**src/rtl/uart_irq_pkg.sv**
```systemverilog
package uart_irq_pkg;

    localparam int EN_W   = 4;
    localparam int N_SRC  = 4;

    // enable register bit positions
    localparam int EN_RXDATA  = 0;
    localparam int EN_TXEMPTY = 1;
    localparam int EN_LINE    = 2;
    localparam int EN_MODEM   = 3;

    // resolver request slots, index 0 is highest priority
    localparam int P_LINE    = 0;
    localparam int P_RXDATA  = 1;
    localparam int P_TXEMPTY = 2;
    localparam int P_MODEM   = 3;

    typedef enum logic [1:0] {
        SRC_MODEM   = 2'b00,
        SRC_TXEMPTY = 2'b01,
        SRC_RXDATA  = 2'b10,
        SRC_LINE    = 2'b11
    } src_code_e;

    typedef struct packed {
        logic [1:0] fifo_state;
        logic [1:0] rsvd;
        logic       tmo;
        src_code_e  code;
        logic       none_pending;
    } ident_t;

    localparam ident_t IDENT_RESET = '{
        fifo_state: 2'b00, rsvd: 2'b00, tmo: 1'b0,
        code: SRC_MODEM, none_pending: 1'b1
    };

    function automatic src_code_e grant_to_code(input logic [N_SRC-1:0] gnt);
        src_code_e c;
        c = SRC_MODEM;
        if (gnt[P_LINE])         c = SRC_LINE;
        else if (gnt[P_RXDATA])  c = SRC_RXDATA;
        else if (gnt[P_TXEMPTY]) c = SRC_TXEMPTY;
        return c;
    endfunction

endpackage

```
**src/rtl/irq_event_latch.sv**
```systemverilog
module irq_event_latch (
    input  logic clk,
    input  logic rst,
    input  logic set_pulse,
    input  logic clr_pulse,
    output logic pend_d,
    output logic pend_q
);
    // a fresh event wins over a clearing read in the same cycle
    always_comb pend_d = set_pulse | (pend_q & ~clr_pulse);

    always_ff @(posedge clk) begin
        if (rst) pend_q <= 1'b0;
        else     pend_q <= pend_d;
    end
endmodule

```
**src/rtl/irq_prio_resolve.sv**
```systemverilog
module irq_prio_resolve #(
    parameter int N = 4
) (
    input  logic [N-1:0] req,
    output logic [N-1:0] gnt,
    output logic         any
);
    logic [N:0] blocked;
    assign blocked[0] = 1'b0;

    for (genvar i = 0; i < N; i++) begin : g_slot
        assign gnt[i]       = req[i] & ~blocked[i];
        assign blocked[i+1] = blocked[i] | req[i];
    end

    assign any = blocked[N];
endmodule

```
**src/rtl/irq_ident_build.sv**
```systemverilog
module irq_ident_build
    import uart_irq_pkg::*;
(
    input  logic             clk,
    input  logic             rst,
    input  logic [N_SRC-1:0] gnt,
    input  logic             any,
    input  logic             tmo_active,
    input  logic             fifo_on,
    output ident_t           id_q,
    output logic             irq_q
);
    ident_t id_d;

    always_comb begin
        id_d              = IDENT_RESET;
        id_d.fifo_state   = fifo_on ? 2'b11 : 2'b00;
        id_d.none_pending = ~any;
        id_d.code         = grant_to_code(gnt);
        id_d.tmo          = gnt[P_RXDATA] & tmo_active;
    end

    always_ff @(posedge clk) begin
        if (rst) begin
            id_q  <= IDENT_RESET;
            irq_q <= 1'b0;
        end else begin
            id_q  <= id_d;
            irq_q <= |gnt;
        end
    end
endmodule

```
**src/rtl/uart_irq_ident.sv**
```systemverilog
module uart_irq_ident
    import uart_irq_pkg::*;
#(
    parameter int ADDR_W   = 3,
    parameter int ENA_ADDR = 1,
    parameter int ID_ADDR  = 2
) (
    input  logic              clk,
    input  logic              rst,
    input  logic [ADDR_W-1:0] host_addr,
    input  logic              host_wr,
    input  logic              host_rd,
    input  logic [7:0]        host_wdata,
    output logic [7:0]        host_rdata,
    input  logic              evt_line,
    input  logic              evt_rxdata,
    input  logic              evt_txempty,
    input  logic              evt_modem,
    input  logic              evt_timeout,
    input  logic              fifo_on,
    output logic              irq,
    output logic [7:0]        id_word
);
    localparam logic [ADDR_W-1:0] A_ENA = ADDR_W'(ENA_ADDR);
    localparam logic [ADDR_W-1:0] A_ID  = ADDR_W'(ID_ADDR);

    logic [EN_W-1:0]  ena_q, ena_d;
    logic             ena_wr, tx_clr, tx_pend_d, tx_pend_q;
    logic [N_SRC-1:0] req, gnt;
    logic             any;
    ident_t           id_q;
    logic             irq_q;
    logic             unused_wd;

    assign unused_wd = ^host_wdata[7:EN_W];

    // enable register, next state also feeds resolution
    assign ena_wr = host_wr && (host_addr == A_ENA);
    assign ena_d  = ena_wr ? host_wdata[EN_W-1:0] : ena_q;

    always_ff @(posedge clk) begin
        if (rst) ena_q <= '0;
        else     ena_q <= ena_d;
    end

    // reading the byte while it names transmitter-empty retires that event
    assign tx_clr = host_rd && (host_addr == A_ID) &&
                    !id_q.none_pending && (id_q.code == SRC_TXEMPTY);

    irq_event_latch u_tx_latch (
        .clk       (clk),
        .rst       (rst),
        .set_pulse (evt_txempty),
        .clr_pulse (tx_clr),
        .pend_d    (tx_pend_d),
        .pend_q    (tx_pend_q)
    );

    always_comb begin
        req            = '0;
        req[P_LINE]    = evt_line  & ena_d[EN_LINE];
        req[P_RXDATA]  = (evt_rxdata | evt_timeout) & ena_d[EN_RXDATA];
        req[P_TXEMPTY] = tx_pend_d & ena_d[EN_TXEMPTY];
        req[P_MODEM]   = evt_modem & ena_d[EN_MODEM];
    end

    irq_prio_resolve #(.N(N_SRC)) u_resolve (
        .req (req),
        .gnt (gnt),
        .any (any)
    );

    irq_ident_build u_build (
        .clk        (clk),
        .rst        (rst),
        .gnt        (gnt),
        .any        (any),
        .tmo_active (evt_timeout & ena_d[EN_RXDATA]),
        .fifo_on    (fifo_on),
        .id_q       (id_q),
        .irq_q      (irq_q)
    );

    assign id_word = id_q;
    assign irq     = irq_q;

    always_comb begin
        if (host_addr == A_ID)       host_rdata = id_q;
        else if (host_addr == A_ENA) host_rdata = {{(8-EN_W){1'b0}}, ena_q};
        else                         host_rdata = 8'h00;
    end
endmodule

```
**config.mk**
```make
export PLATFORM = sky130hd
export DESIGN_NAME = uart_irq_ident
export DESIGN_NICKNAME = d
export VERILOG_FILES = /design/src/rtl/uart_irq_pkg.sv /design/src/rtl/irq_event_latch.sv /design/src/rtl/irq_prio_resolve.sv /design/src/rtl/irq_ident_build.sv /design/src/rtl/uart_irq_ident.sv
export SDC_FILE = /design/constraint.sdc
export NUM_CORES = 1
export LEC_CHECK = 0
export ABC_AREA = 1
export ABC_CLOCK_PERIOD_IN_PS = 1100
export BUFFER_PORTS_ARGS = -buffer_cell sky130_fd_sc_hd__buf_4
export CAP_MARGIN = 20
export CORE_MARGIN = 2
export CORE_UTILIZATION = 41
export CTS_CLUSTER_DIAMETER = 120
export CTS_CLUSTER_SIZE = 14
export DETAILED_ROUTE_END_ITERATION = 8
export GPL_TIMING_DRIVEN = 0
export PLACE_DENSITY = 0.77
export SLEW_MARGIN = 20
export SYNTH_ARGS = -nofsm -noshare
export SYNTH_HDL_FRONTEND = slang
export SYNTH_SLANG_ARGS = --single-unit
```
**constraint.sdc**
```tcl
create_clock -name clk -period 1.1 [get_ports clk]
set_input_delay 0.165 -clock clk [delete_from_list [all_inputs] [get_ports clk]]
set_output_delay 0.165 -clock clk [all_outputs]
set_load 0.005 [all_outputs]
```
Word level (Yosys, flattened, before mapping)
Index checks and enable logic that the tools add are counted.

Logic and storage cells: 43. Register bits after elaboration: 12. Output and inout bits: 17. Bits of input ports: 21.

Reduce and logical (&&, ||, !) cells: 6. Mux-type cells: 7. Bitwise gates (word level): 20. Equal/unequal tests: 3.

Operator list (count): 1-bit AND (10); 4-bit 2-to-1 mux (2); 8-bit 2-to-1 mux (1); 2-bit 2-to-1 mux (3); 1-bit NOT (5); 1-bit OR (5); 1-bit logical AND (4); 4-bit OR reduction (1); 3-bit by 1-bit == test with 1-bit output (second input constant) (1); 3-bit by 2-bit == test with 1-bit output (second input constant) (1); 2-bit by 1-bit == test with 1-bit output (second input constant) (1); 1-bit zero test (1); 1-bit 2-to-1 mux (1).

Longest topological paths before layout
Word-level depth: 12. Gate-level depth with buffers: 8. Gate-level depth less buffers: 8.

Cells and area by module
A second synthesis with hierarchy kept.

Cells, all modules: 101. Area, all modules: 650.6 um^2.

By module, submodules not included: uart_irq_ident (area each 345.3 um^2, cells an instance 61, times used 1, seq. area each 80.1 um^2); irq_ident_build (area each 212.7 um^2, cells an instance 24, times used 1, seq. area each 120.1 um^2); irq_event_latch (area each 46.3 um^2, cells an instance 6, times used 1, seq. area each 20.0 um^2); irq_prio_resolve (area each 46.3 um^2, cells an instance 10, times used 1, seq. area each 0.0 um^2).

Least setup slack after synthesis
Ideal clock, no wire load.

Path type: input port to flip-flop. Start: in host_addr[0]. End: reg u_build.irq_q. Data required time: 0.976 ns. Slack: 0.142 ns. Data arrival time: 0.834 ns. Stages: 7. Buffers on the path: 0. Setup time: 0.124 ns. Path through: inv_1 > nor2_4 > nand4_1 > nand3_2 > nand3_2 > nor2_1 > nor2_2.

Cells in the longest elaborated chain, start to end: 12. Elaborated cells between the ends (all ways): 23. Classes of those cells: eq/ne: 2; mux: 1; bitwise: 15; reduce/logical: 5.

Ends and longest elaborated chain: start: declaration (line uart_irq_ident.sv:10) `input logic [ADDR_W-1:0] host_addr,`; 3-bit by 2-bit == test with 1-bit output (line uart_irq_ident.sv:47) `assign tx_clr = host_rd && (host_addr == A_ID) &&`; 1-bit logical AND (2 in series) (line uart_irq_ident.sv:47); 1-bit logical AND (line uart_irq_ident.sv:48) `!id_q.none_pending && (id_q.code == SRC_TXEMPTY);`; 1-bit NOT (line irq_event_latch.sv:10) `always_comb pend_d = set_pulse | (pend_q & ~clr_pulse);`; 1-bit AND (line irq_event_latch.sv:10); 1-bit OR (line irq_event_latch.sv:10); 1-bit AND (line uart_irq_ident.sv:63) `req[P_TXEMPTY] = tx_pend_d & ena_d[EN_TXEMPTY];`; 1-bit OR (line irq_prio_resolve.sv:13) `assign blocked[i+1] = blocked[i] | req[i];`; 1-bit NOT (line irq_prio_resolve.sv:12) `assign gnt[i] = req[i] & ~blocked[i];`; 1-bit AND (line irq_prio_resolve.sv:12); 4-bit OR reduction (*) (line irq_ident_build.sv:29) `irq_q <= |gnt;`; end signal: assignment (line irq_ident_build.sv:29); end: declaration (line irq_ident_build.sv:11) `output logic irq_q`.

Mark *: on every way between the ends. The rest lies on a longest branch, timed or not. A chain may end at the register's enable or synchronous reset.

Final worst setup path
Start: reg u_build.id_q[1] (netlist name). End: out host_rdata[1].

Cells in the longest elaborated chain, start to end: 1.

Ends and longest elaborated chain: 8-bit 2-to-1 mux (line uart_irq_ident.sv:88) `if (host_addr == A_ID) host_rdata = id_q;`; end: declaration (line uart_irq_ident.sv:14) `output logic [7:0] host_rdata,`.

No other way between the ends.

==> impl_metrics.ini <==
[status]
outcome = finished with violations
violations = negative setup slack

[clock_tree]
cts.htree.levels = 1
cts-hold-fix-buffers = 0
cts_inserted_buffers = 3
clk_pin_slew_worst_paths_ns = 0.07
clock_latency_ns = 0.27
cts.path.max_buffers = 2
cts.sinks = 11
tritoncts = done
clock-root-buffer = clkbuf_4

[worst_setup_path]
crit_arrival_ns = 0.95
crit_path_end_kind = primary output
cp.required_ns = 0.94
slowest_stage = dfxtp_2
critPathLaunchType = register
slowest_delay_ns = 0.34
worstPathMaxFanout = 2
path_cells = inv_2, o22ai_2, buf_4
path_class = reg2out

[synthesis]
ys_types = 23
ys_warn_count = 0
syn-instance-count = 84
synth_top_family_by_area = simple AND/OR/NAND/NOR gates
synth_top_area_frac = 0.358
synth.largest_area_cell = dfxtp_1
synth-adder-area-share = 0
synth.avg_cell_area_um2 = 7.33
synth_area_um2 = 616
ys_ff_latch = 11
ys_top_cells_by_area = dfxtp_1 (36%), inv_1 (10%), buf_4 (7.3%)
synth_compound_area_frac = 0.110
ys_seq_area_frac = 0.358
synth-simple-area-share = 0.331
synth_xor_area_frac = 0
synth.area.mux_share = 0

[floorplan]
placementRows = 13
fp.dieH_um = 42.8
core_area_um2 = 1350
die_area_um2 = 1830
num_io_pins = 38
initial_core_util = 0.456
die_w_um = 42.8

[route]
vias_per_cell = 4.69
ant_nets = 0
vias = 642
post_drt_wl_per_cell_um = 11.8
remaining_drc_errors = 0
routed_wl_mm = 1.62
drt-initial-drc-count = 13
drtPass1Iterations = 4

[global_routing]
grt_pass1_vias = 589
grt_overflow = 0
grt_first_pass_wirelength_mm = 2.43
grt_max_degree = 10
grt_usage = 0.181
antenna_found_initial = 0

[place]
dp_hpwl_mm = 1.17
numPortBuffers = 28
place_inst = 130
postPlaceCellArea_um2 = 856
routabilityCongestion = 0.812

[sta]
setup_viol = 2
finalHoldViolations = 0
fin_crit_sh = 1.01
final_max_slew_viol_count = 0
rsz0062_at_grt = true
max_freq_ghz = 0.897
fin_ws_ns = -0.0153
finalClockSkew_ns = 0.00285
period_minus_slack_ns = 1.12

[final_layout]
insertedDiodeCount = 0
drive_above_1_share = 0.566
post-route-util = 0.703
final_area_um2 = 950
syn_to_final_growth_pct = 54.3
final_cells = 137
final_nets = 144

[pwr]
powerDensity_nw_per_um2 = 958
p_leak_nw = 0.478
fin_total_pwr_uw = 909
vdd_drop_max_mv = 0.837

[min_path]
hp-class = in2reg

[job]
drv_cap = 0
## power by group
part / switching (mW) / total, mW / internal, mW
Combinational: 0.100 / 0.208 / 0.108
Clock: 0.130 / 0.270 / 0.140
Sequential: 0.0111 / 0.431 / 0.420
Total: 0.241 / 0.909 / 0.668
## cells in the mapped netlist
library cell and number:
nand2_2 3, clkbuf_1 1, dfxtp_1 11, clkinv_1 1
nor2_1 8, inv_1 17, nand3_1 3, buf_4 6
a21oi_1 3, nand3_2 4, o22ai_1 4, o21ai_1 2
nand2_1 9, nor2_4 1, nand3_4 1, nand4_1 3
o21ai_2 1, inv_2 1, and3_1 1, a21oi_2 1
conb_1 1, nor2_2 1, or2_2 1
## cell usage in the layout (no fill, tap or decap), types with 3 or more instances in the layout
cell,instances
dfxtp_2,6
nand3_2,3
inv_1,12
a21oi_1,3
buf_4,35
nor2_1,7
nand2_2,4
inv_2,6
nand3_1,3
clkbuf_4,3
nand2_1,8
nand4_1,3
conb_1,4
dfxtp_1,5
## worst paths after layout
path | start | endpoint | slack, ns | cells past startpoint
min reg2reg | u_tx_latch.pend_q$_SDFF_PP0_ | u_tx_latch.pend_q$_SDFF_PP0_ | 0.51 | 2
max | u_build.id_q[1]$_SDFF_PP0_ | host_rdata[1] | -0.02 | 3
max reg2reg | u_build.id_q[0]$_SDFF_PP1_ | u_build.irq_q$_SDFF_PP0_ | 0.06 | 8
min | fifo_on | u_build.id_q[6]$_SDFF_PP0_ | 0.1 | 3
## metal layers
| layer | part of all wire | track usage | wire [um] | vias up |
|---|---|---|---|---|
| li1 | - | - | - | 330 |
| met1 | 0.40 | 0.193 | 642 | 281 |
| met5 | 0 | 0 | 0 | - |
| met3 | 0.069 | 0.0766 | 112 | 2 |
| met4 | 0.014 | 0.0438 | 23 | 0 |
| met2 | 0.52 | 0.324 | 844 | 29 |
## repair_timing
action,CTS,global route
setup buffers,0,3
endpoints found under the setup margin,4,7
pin swaps,2,2
resized for setup,9,10
hold endpoints to repair,0,0
## kinds of logic after synthesis
group / count (synthesis)
simple gates: 35
flops: 11
compound gates: 11
buf+inv: 26
other cells: 1
## critical path: cells and delay by family, from the launching register on
kind	cells	cell delay, ns
compound gates	1	0.17
flops	1	0.34
buf+inv	2	0.18
## area by class of cell
type / instances / area [um2]
fillers: 101 / 400
multi-input cells: 50 / 317
repair buffers: 31 / 236
flip-flops and latches: 11 / 228
inverters: 19 / 71.3
plain buffers: 7 / 52.6
clock buffers: 4 / 26.3
well taps: 15 / 18.8
## flip-flops by register name, indices dropped and copies added (netlist names)
name / count
ena_q: 4
u_build.irq_q: 1
u_tx_latch.pend_q: 1
u_build.id_q: 5
## metrics by stage
step	setup TNS (ns)	setup WS (ns)	hold slack, ns
6_report	-0.0217	-0.0153	0.0953
5_1_grt	-0.248	-0.0872	0.111
4_1_cts	-0.00903	-0.00903	0.0913
3_5_place_dp	-0.260	-0.126	0.373
3_3_place_gp	-0.114	-0.0695	0.366
2_1_floorplan	0	0.142	0.272
(Power assumes the default switching activity.)
